$ cat src/rtl/codec_stat_pkg.sv
package codec_stat_pkg;
  localparam int unsigned NUM_FIFO = 4;
  localparam int unsigned SVC_LSB  = 0;
  localparam int unsigned ERR_LSB  = 4;
  localparam int unsigned FLG_LSB  = 8;
  localparam int unsigned USED_W   = 12;

  typedef enum logic [1:0] {
    FIFO_AUD_TX = 2'd0,
    FIFO_AUD_RX = 2'd1,
    FIFO_TEL_TX = 2'd2,
    FIFO_TEL_RX = 2'd3
  } fifo_id_e;
endpackage

$ cat src/rtl/codec_fifo_track.sv
module codec_fifo_track #(
  parameter int unsigned DEPTH  = 8,
  parameter int unsigned CNT_W  = 4,
  parameter bit          IS_TX  = 1'b1,
  parameter int unsigned TX_LVL = 4,
  parameter int unsigned RX_LVL = 6
) (
  input  logic             clk_i,
  input  logic             rst_ni,
  input  logic             en_i,
  input  logic             push_i,
  input  logic             pop_i,
  input  logic             clr_i,
  output logic [CNT_W-1:0] cnt_o,
  output logic             svc_o,
  output logic             err_o,
  output logic             nf_o,
  output logic             ne_o
);
  localparam logic [CNT_W-1:0] FULL_CNT = CNT_W'(DEPTH);

  logic [CNT_W-1:0] cnt_q;
  logic             err_q;
  logic             full, empty, push_ok, pop_ok, err_evt;

  assign full    = (cnt_q == FULL_CNT);
  assign empty   = (cnt_q == '0);
  assign push_ok = push_i && !full;
  assign pop_ok  = pop_i && !empty;

  generate
    if (IS_TX) begin : g_tx
      assign err_evt = pop_i && empty;
      assign svc_o   = en_i && (cnt_q <= CNT_W'(TX_LVL));
    end else begin : g_rx
      assign err_evt = push_i && full;
      assign svc_o   = en_i && (cnt_q >= CNT_W'(RX_LVL));
    end
  endgenerate

  always_ff @(posedge clk_i or negedge rst_ni) begin
    if (!rst_ni) begin
      cnt_q <= '0;
    end else if (push_ok && !pop_ok) begin
      cnt_q <= cnt_q + 1'b1;
    end else if (pop_ok && !push_ok) begin
      cnt_q <= cnt_q - 1'b1;
    end
  end

  // new event wins over a same-cycle clear
  always_ff @(posedge clk_i or negedge rst_ni) begin
    if (!rst_ni)      err_q <= 1'b0;
    else if (err_evt) err_q <= 1'b1;
    else if (clr_i)   err_q <= 1'b0;
  end

  assign cnt_o = cnt_q;
  assign err_o = err_q;
  assign nf_o  = !full;
  assign ne_o  = !empty;
endmodule

$ cat src/rtl/codec_irq_gate.sv
module codec_irq_gate #(
  parameter int unsigned N = 8
) (
  input  logic [N-1:0] src_i,
  input  logic [N-1:0] mask_i,
  output logic [N-1:0] req_o,
  output logic         any_o
);
  assign req_o = src_i & mask_i;
  assign any_o = |req_o;
endmodule

$ cat src/rtl/codec_fifo_status.sv
module codec_fifo_status
  import codec_stat_pkg::*;
#(
  parameter int unsigned DEPTH  = 8,
  parameter int unsigned TX_LVL = 4,
  parameter int unsigned RX_LVL = 6,
  localparam int unsigned CNT_W = $clog2(DEPTH + 1)
) (
  input  logic                      clk_i,
  input  logic                      rst_ni,
  input  logic                      en_i,
  input  logic [NUM_FIFO-1:0]       push_i,
  input  logic [NUM_FIFO-1:0]       pop_i,
  input  logic [7:0]                mask_i,
  input  logic                      reg_we_i,
  input  logic [31:0]               reg_wdata_i,
  output logic [31:0]               reg_rdata_o,
  output logic [7:0]                irq_src_o,
  output logic                      irq_o,
  output logic [NUM_FIFO*CNT_W-1:0] level_o
);
  logic [NUM_FIFO-1:0] svc, err, nf, ne, clr;
  logic [USED_W-1:0]   stat;

  for (genvar i = 0; i < NUM_FIFO; i++) begin : g_fifo
    localparam bit TX = (i % 2 == 0);
    assign clr[i] = reg_we_i && reg_wdata_i[ERR_LSB+i];

    codec_fifo_track #(
      .DEPTH (DEPTH),
      .CNT_W (CNT_W),
      .IS_TX (TX),
      .TX_LVL(TX_LVL),
      .RX_LVL(RX_LVL)
    ) u_trk (
      .clk_i (clk_i),
      .rst_ni(rst_ni),
      .en_i  (en_i),
      .push_i(push_i[i]),
      .pop_i (pop_i[i]),
      .clr_i (clr[i]),
      .cnt_o (level_o[i*CNT_W +: CNT_W]),
      .svc_o (svc[i]),
      .err_o (err[i]),
      .nf_o  (nf[i]),
      .ne_o  (ne[i])
    );

    assign stat[SVC_LSB+i] = svc[i];
    assign stat[ERR_LSB+i] = err[i];
    // transmit side reports not-full, receive side not-empty
    assign stat[FLG_LSB+i] = TX ? nf[i] : ne[i];
  end

  assign reg_rdata_o = {{(32-USED_W){1'b0}}, stat};

  logic unused_wdata;
  assign unused_wdata = ^{reg_wdata_i[31:ERR_LSB+NUM_FIFO], reg_wdata_i[ERR_LSB-1:0]};

  codec_irq_gate #(.N(8)) u_irq (
    .src_i (stat[7:0]),
    .mask_i(mask_i),
    .req_o (irq_src_o),
    .any_o (irq_o)
  );
endmodule

$ cat config.mk
export PLATFORM = sky130hd
export DESIGN_NAME = codec_fifo_status
export DESIGN_NICKNAME = d
export VERILOG_FILES = /design/src/rtl/codec_stat_pkg.sv /design/src/rtl/codec_fifo_track.sv /design/src/rtl/codec_irq_gate.sv /design/src/rtl/codec_fifo_status.sv
export SDC_FILE = /design/constraint.sdc
export NUM_CORES = 1
export LEC_CHECK = 0
export ABC_AREA = 1
export ABC_CLOCK_PERIOD_IN_PS = 6300
export BUFFER_PORTS_ARGS = -buffer_cell sky130_fd_sc_hd__buf_2
export CAP_MARGIN = 30
export CORE_ASPECT_RATIO = 2
export CORE_MARGIN = 1
export CORE_UTILIZATION = 42
export DETAILED_ROUTE_END_ITERATION = 16
export PLACE_DENSITY = 0.8
export SETUP_SLACK_MARGIN = 0.15
export SYNTH_ARGS = -nofsm -noshare
export SYNTH_HDL_FRONTEND = slang
export SYNTH_HIERARCHICAL = 1
export SYNTH_SLANG_ARGS = --single-unit
$ cat constraint.sdc
create_clock -name clk_i -period 6.3 [get_ports clk_i]
set_clock_uncertainty 0.1 [all_clocks]
set_input_delay 0 -clock clk_i [delete_from_list [all_inputs] [get_ports clk_i]]
set_output_delay 0 -clock clk_i [all_outputs]
set_load 0.02 [all_outputs]
* Word level (Yosys, flattened, before mapping) *
Cells that the tools add are included.

storage, ports and cells
  output and inout bits = 57
  input bits = 52
  register bits = 20
  word-level logic and storage cells = 98

operators by class
  mux-type cells = 16
  order comparisons = 4
  $add $sub $neg = 8
  eq/ne operators = 4
  reduce and logical (&&, ||, !) cells = 57
  bitwise operators = 1

operators with widths
  cell                 number
  $mux 4               8
  $logic_and 1x1->1    28
  $add 4x1->4 const B  4
  $eq 4x4->1 const B   4
  $logic_not 1->1      16
  $logic_not 4->1      4
  $reduce_bool 2->1    8
  $sub 4x1->4 const B  4
  $and 8x8->8          1
  $ge 4x3->1 const B   2
  $le 4x3->1 const B   2
  $mux 1               8
  $reduce_or 8->1      1

* Logic depth before layout (Yosys ltp) *
  depth in word-level cells = 7
  gate-level depth with buffers = 12
  mapped depth without buffers = 12

* Cells and area by module *
Netlist, hierarchy kept.

by module, submodules not included
  module                                  area an instance (µm²)  times used  cells an instance
  codec_fifo_track (g_fifo[0].u_trk ...)  349.1                   2           44
  codec_fifo_track (g_fifo[1].u_trk ...)  341.6                   2           44
  codec_fifo_status                       214.0                   1           33
  codec_irq_gate                          86.3                    1           23

* Least setup slack after synthesis *
No wires, ideal clock.

  path type = register -> register
  from = register g_fifo[0].u_trk.cnt_q[0]
  to = register g_fifo[0].u_trk.cnt_q[3]
  stages on the path, launching flop included = 12
  period minus slack after synthesis = 2.113 ns
  setup slack = 4.187 ns
  data arrival time = 1.896 ns
  setup time = 0.117 ns
  buffers on the path = 0
  path through = dfrtp_1 nor2_2 nand3_1 and2_1 ha_1 inv_1 ha_1 or2_4 nand2_1 nand2_1 nand3_1 nand2_1

on the way
  longest elaborated chain between the ends = 6

ends and longest elaborated chain
  element                             line                     source
  from (decl)                         codec_fifo_track.sv:22   logic [CNT_W-1:0] cnt_q;
  from (signal assigned)              codec_fifo_track.sv:45   cnt_q <= cnt_q + 1'b1;
  from (signal assigned)              codec_fifo_track.sv:47   cnt_q <= cnt_q - 1'b1;
  $eq 4x4->1 *                        codec_fifo_track.sv:26   assign full = (cnt_q == FULL_CNT);
  $logic_not 1->1 *                   --
  via nf[0]                           codec_fifo_status.sv:22  logic [NUM_FIFO-1:0] svc, err, nf, ne, clr;
  $logic_and 1x1->1 *                 codec_fifo_track.sv:28   assign push_ok = push_i && !full;
  $logic_not 1->1                     codec_fifo_track.sv:46   end else if (pop_ok && !push_ok) begin
  $logic_and 1x1->1                   codec_fifo_track.sv:46
  $reduce_bool 2->1 (no source line)  --

The timed path passes the listed nets; every way through them passes the cells marked *. The select of a mux whose other input is x is not followed.
A chain may end at the register's enable or synchronous reset.

* Worst setup path after layout *
  from = register g_fifo[2].u_trk.cnt_q[0]
  to = register g_fifo[2].u_trk.cnt_q[3]

on the way
  longest elaborated chain between the ends = 6

ends and longest elaborated chain
  element                                              line
  from (decl)                                          codec_fifo_track.sv:22
  from (signal assigned)                               codec_fifo_track.sv:45
  from (signal assigned)                               codec_fifo_track.sv:47
  branches (longest 6 deep; another with $sub 4x1->4)  --

Several ways; the timed one is not identified. The select of a mux whose other input is x is not followed.

==> results.py <==
metrics = {
    "run_status": {
        "outcome": "completed",
    },
    "worst_setup_path": {
        "cpMaxStageDelayCell": "dfrtp_1",
        "endpoint_kind": "register",
        "worstPathMaxFanout": 5,
        "arrival_ps": 2230,
        "crit_family": "simple AND/OR/NAND/NOR gates",
        "crit_start": "g_fifo[2].u_trk/cnt_o[0]$_DFFE_PN0P_",
        "rr_startpoint": "g_fifo[2].u_trk/cnt_o[0]$_DFFE_PN0P_",
        "crit_chain": "nor2_2 > nand3_1 > and2_1 > ha_1 > inv_1 > ha_1 > or2_4 > nand2_1 > nand2_1 > nand3_1 > nand2_1",
        "r2r_cells": 11,
        "crit_top_cell": "nand2_1",
        "critPathRequiredTime_ps": 6350,
        "crit_type": "register to register",
        "start_kind": "register",
        "r2r_end": "g_fifo[2].u_trk/cnt_o[3]$_DFFE_PN0P_",
        "cp_slowest_stage_delay_ps": 460,
        "r2r_setup_slack_ps": 4130,
        "cp_num_buf_inv": 1,
    },
    "synthesis": {
        "avgSynthCellArea_um2": 7.25,
        "syn_area_um2": 1680,
        "ys_seq_area_frac": 0.298,
        "ys_types": 20,
        "ys_async_sr_fraction": 1.00,
        "yosysWarnings": 6,
        "synth_top_flop_cell": "dfrtp_1",
        "synthCells": 232,
        "synth_edf_count": 0,
        "ys_ff_latch": 20,
    },
    "sta": {
        "hold_violations": 0,
        "fin_crit_ps": 2170,
        "tns_ps": 0,
        "max_freq_mhz": 460,
        "worst_slack_ps": 4130,
        "whs_ps": 121,
        "period_share": 0.345,
        "rsz0062_at_grt": "no",
        "slew_viol_final": 0,
        "setup_viol": 0,
    },
    "clock_tree": {
        "path_clk_slew_ps": 80,
        "cts_resized": 0,
        "htreeDepth": 1,
        "cts_setup_buffers": 0,
        "clk_latency_ps": 260,
        "clk_path_buf_depth": 2,
        "clock_sinks": 20,
        "cts_tree": "yes",
        "cts_buffers": 3,
        "root_buffer": "clkbuf_8",
    },
    "place": {
        "portBuffers": 60,
        "dp_slack_ps": 4140,
        "dpl.hpwl_um": 2920,
        "gp_congestion": 0.844,
    },
    "detailed_routing": {
        "vias": 1574,
        "drt-total-wl_um": 3680,
        "antenna_left": 0,
        "drc": 0,
        "dr.first_iter.drc_count": 19,
        "wire_per_inst_um": 10.5,
        "avgViaCountPerCell": 4.48,
        "drtPass1Iterations": 6,
    },
    "final_layout": {
        "antenna_cells": 0,
        "final_cell_mix": "nand2_1, buf_2, inv_1",
        "drive_above_1_share": 0.247,
        "area_delta_synth_final_pct": 24.8,
        "nets": 369,
        "final_common_cell": "nand2_1",
    },
    "floorplanning": {
        "fp-row-count": 32,
        "num_io_pins": 109,
        "design.die.area_um2": 4280,
        "core_um2": 3840,
        "start_util": 0.438,
        "die_w_um": 46.7,
        "die_y_um": 91.5,
    },
    "global_route": {
        "antenna_found_initial": 0,
        "grt_pass1_wl_um": 6210,
        "grt_pass1_vias": 1491,
        "grt_max_degree": 21,
        "grt_usage": 0.194,
        "grt.overflow.total": 0,
    },
    "min_path": {
        "hold_class": "input port to asynchronous set/reset pin",
    },
    "pwr": {
        "p_leak_nw": 1.29,
        "power_density_nw_per_um2": 548,
        "peakVddDrop_uv": 267,
        "p_total_w": 0.00115,
    },
    "flow_run": {
        "drv_cap": 0,
    },
}
[cells by family (layout without fill, tap and decap cells)]
kind of cell    count (synthesis)  after routing  share of synthesized area
flops                          20             20                      0.298
simple gates                  109            109                      0.276
compound gates                 14             14                     0.0491
xor+xnor                        8              8                     0.0417
fa+ha+maj                      16             16                      0.137
buf+inv                        64            113                      0.196
other cells                     1             20                    0.00223
[report_power, final]
| group | leakage, nW | total (W) | switching [W] | internal (W) |
|---|---|---|---|---|
| logic | 1.01 | 0.000723 | 0.000432 | 0.000291 |
| clock network | 0.0357 | 0.000129 | 0.0000445 | 0.0000848 |
| registers | 0.245 | 0.000298 | 0.0000998 | 0.000198 |
| total | 1.29 | 0.00115 | 0.000576 | 0.000574 |
[worst max path at each step]
stage                                                end  slack, ps  cells past startpoint
global route        g_fifo[2].u_trk/cnt_o[3]$_DFFE_PN0P_       3930                     11
CTS                 g_fifo[2].u_trk/cnt_o[3]$_DFFE_PN0P_       4110                     11
finish              g_fifo[2].u_trk/cnt_o[3]$_DFFE_PN0P_       4130                     11
detailed placement  g_fifo[2].u_trk/cnt_o[3]$_DFFE_PN0P_       4140                     11
floorplan           g_fifo[0].u_trk/cnt_o[3]$_DFFE_PN0P_       4190                     11
global placement    g_fifo[0].u_trk/cnt_o[3]$_DFFE_PN0P_       4170                     11
[flip-flops by register name, indices dropped and copies added (netlist names)]
name                cells
g_fifo.u_trk/cnt_o     16
g_fifo.u_trk/err_o      4
[metrics by stage]
step                      utilization  std cells  cell area (um^2)
after floorplan                     -        251              1750
after global placement          0.504        338              1940
after detailed placement        0.504        338              1940
after CTS                       0.546        351              2100
after global routing            0.546        351              2100
final                           0.546        351              2100
[synthesized netlist by cell type, drive strengths merged (2+ instances only)]
library cell  instances  area share
nand2                75        0.17
inv                  40       0.089
buf                  24        0.11
dfrtp                20        0.30
nand3                16       0.054
ha                   12       0.089
nor2                 12       0.030
xnor2                 8       0.042
o21ai                 6       0.018
fa                    4       0.048
o22ai                 4       0.015
or2                   4       0.018
a21boi                2      0.0089
a31oi                 2      0.0074
and2                  2      0.0074
[layout make-up]
type | count | area (um^2)
fillers | 413 | 1750
inverters | 40 | 150
flip-flops and latches | 20 | 500
multi-input cells | 167 | 922
clock inverters | 1 | 30.0
well taps | 51 | 63.8
repair buffers | 69 | 390
clock buffers | 3 | 41.3
[worst register-to-register path: stages (launching register included)]
cell	delay, ps
dfrtp_1	460
nor2_2	180
nand3_1	100
and2_1	160
ha_1	210
inv_1	130
ha_1	270
or2_4	240
nand2_1	70
nand2_1	40
nand3_1	60
nand2_1	50
[what timing repair did]
item | 4_1_cts | 5_1_grt
hold endpoints to repair | 24 | 0
setup endpoints to repair | 0 | 0
hold buffers | 9 | 0
[layer usage]
metal,part of all wire,global-route usage
met1,0.39,0.204
met2,0.55,0.366
met3,0.051,0.0179
met4,0.011,0.0619
met5,0,0
No activity file was read; power rests on OpenSTA's default activity.
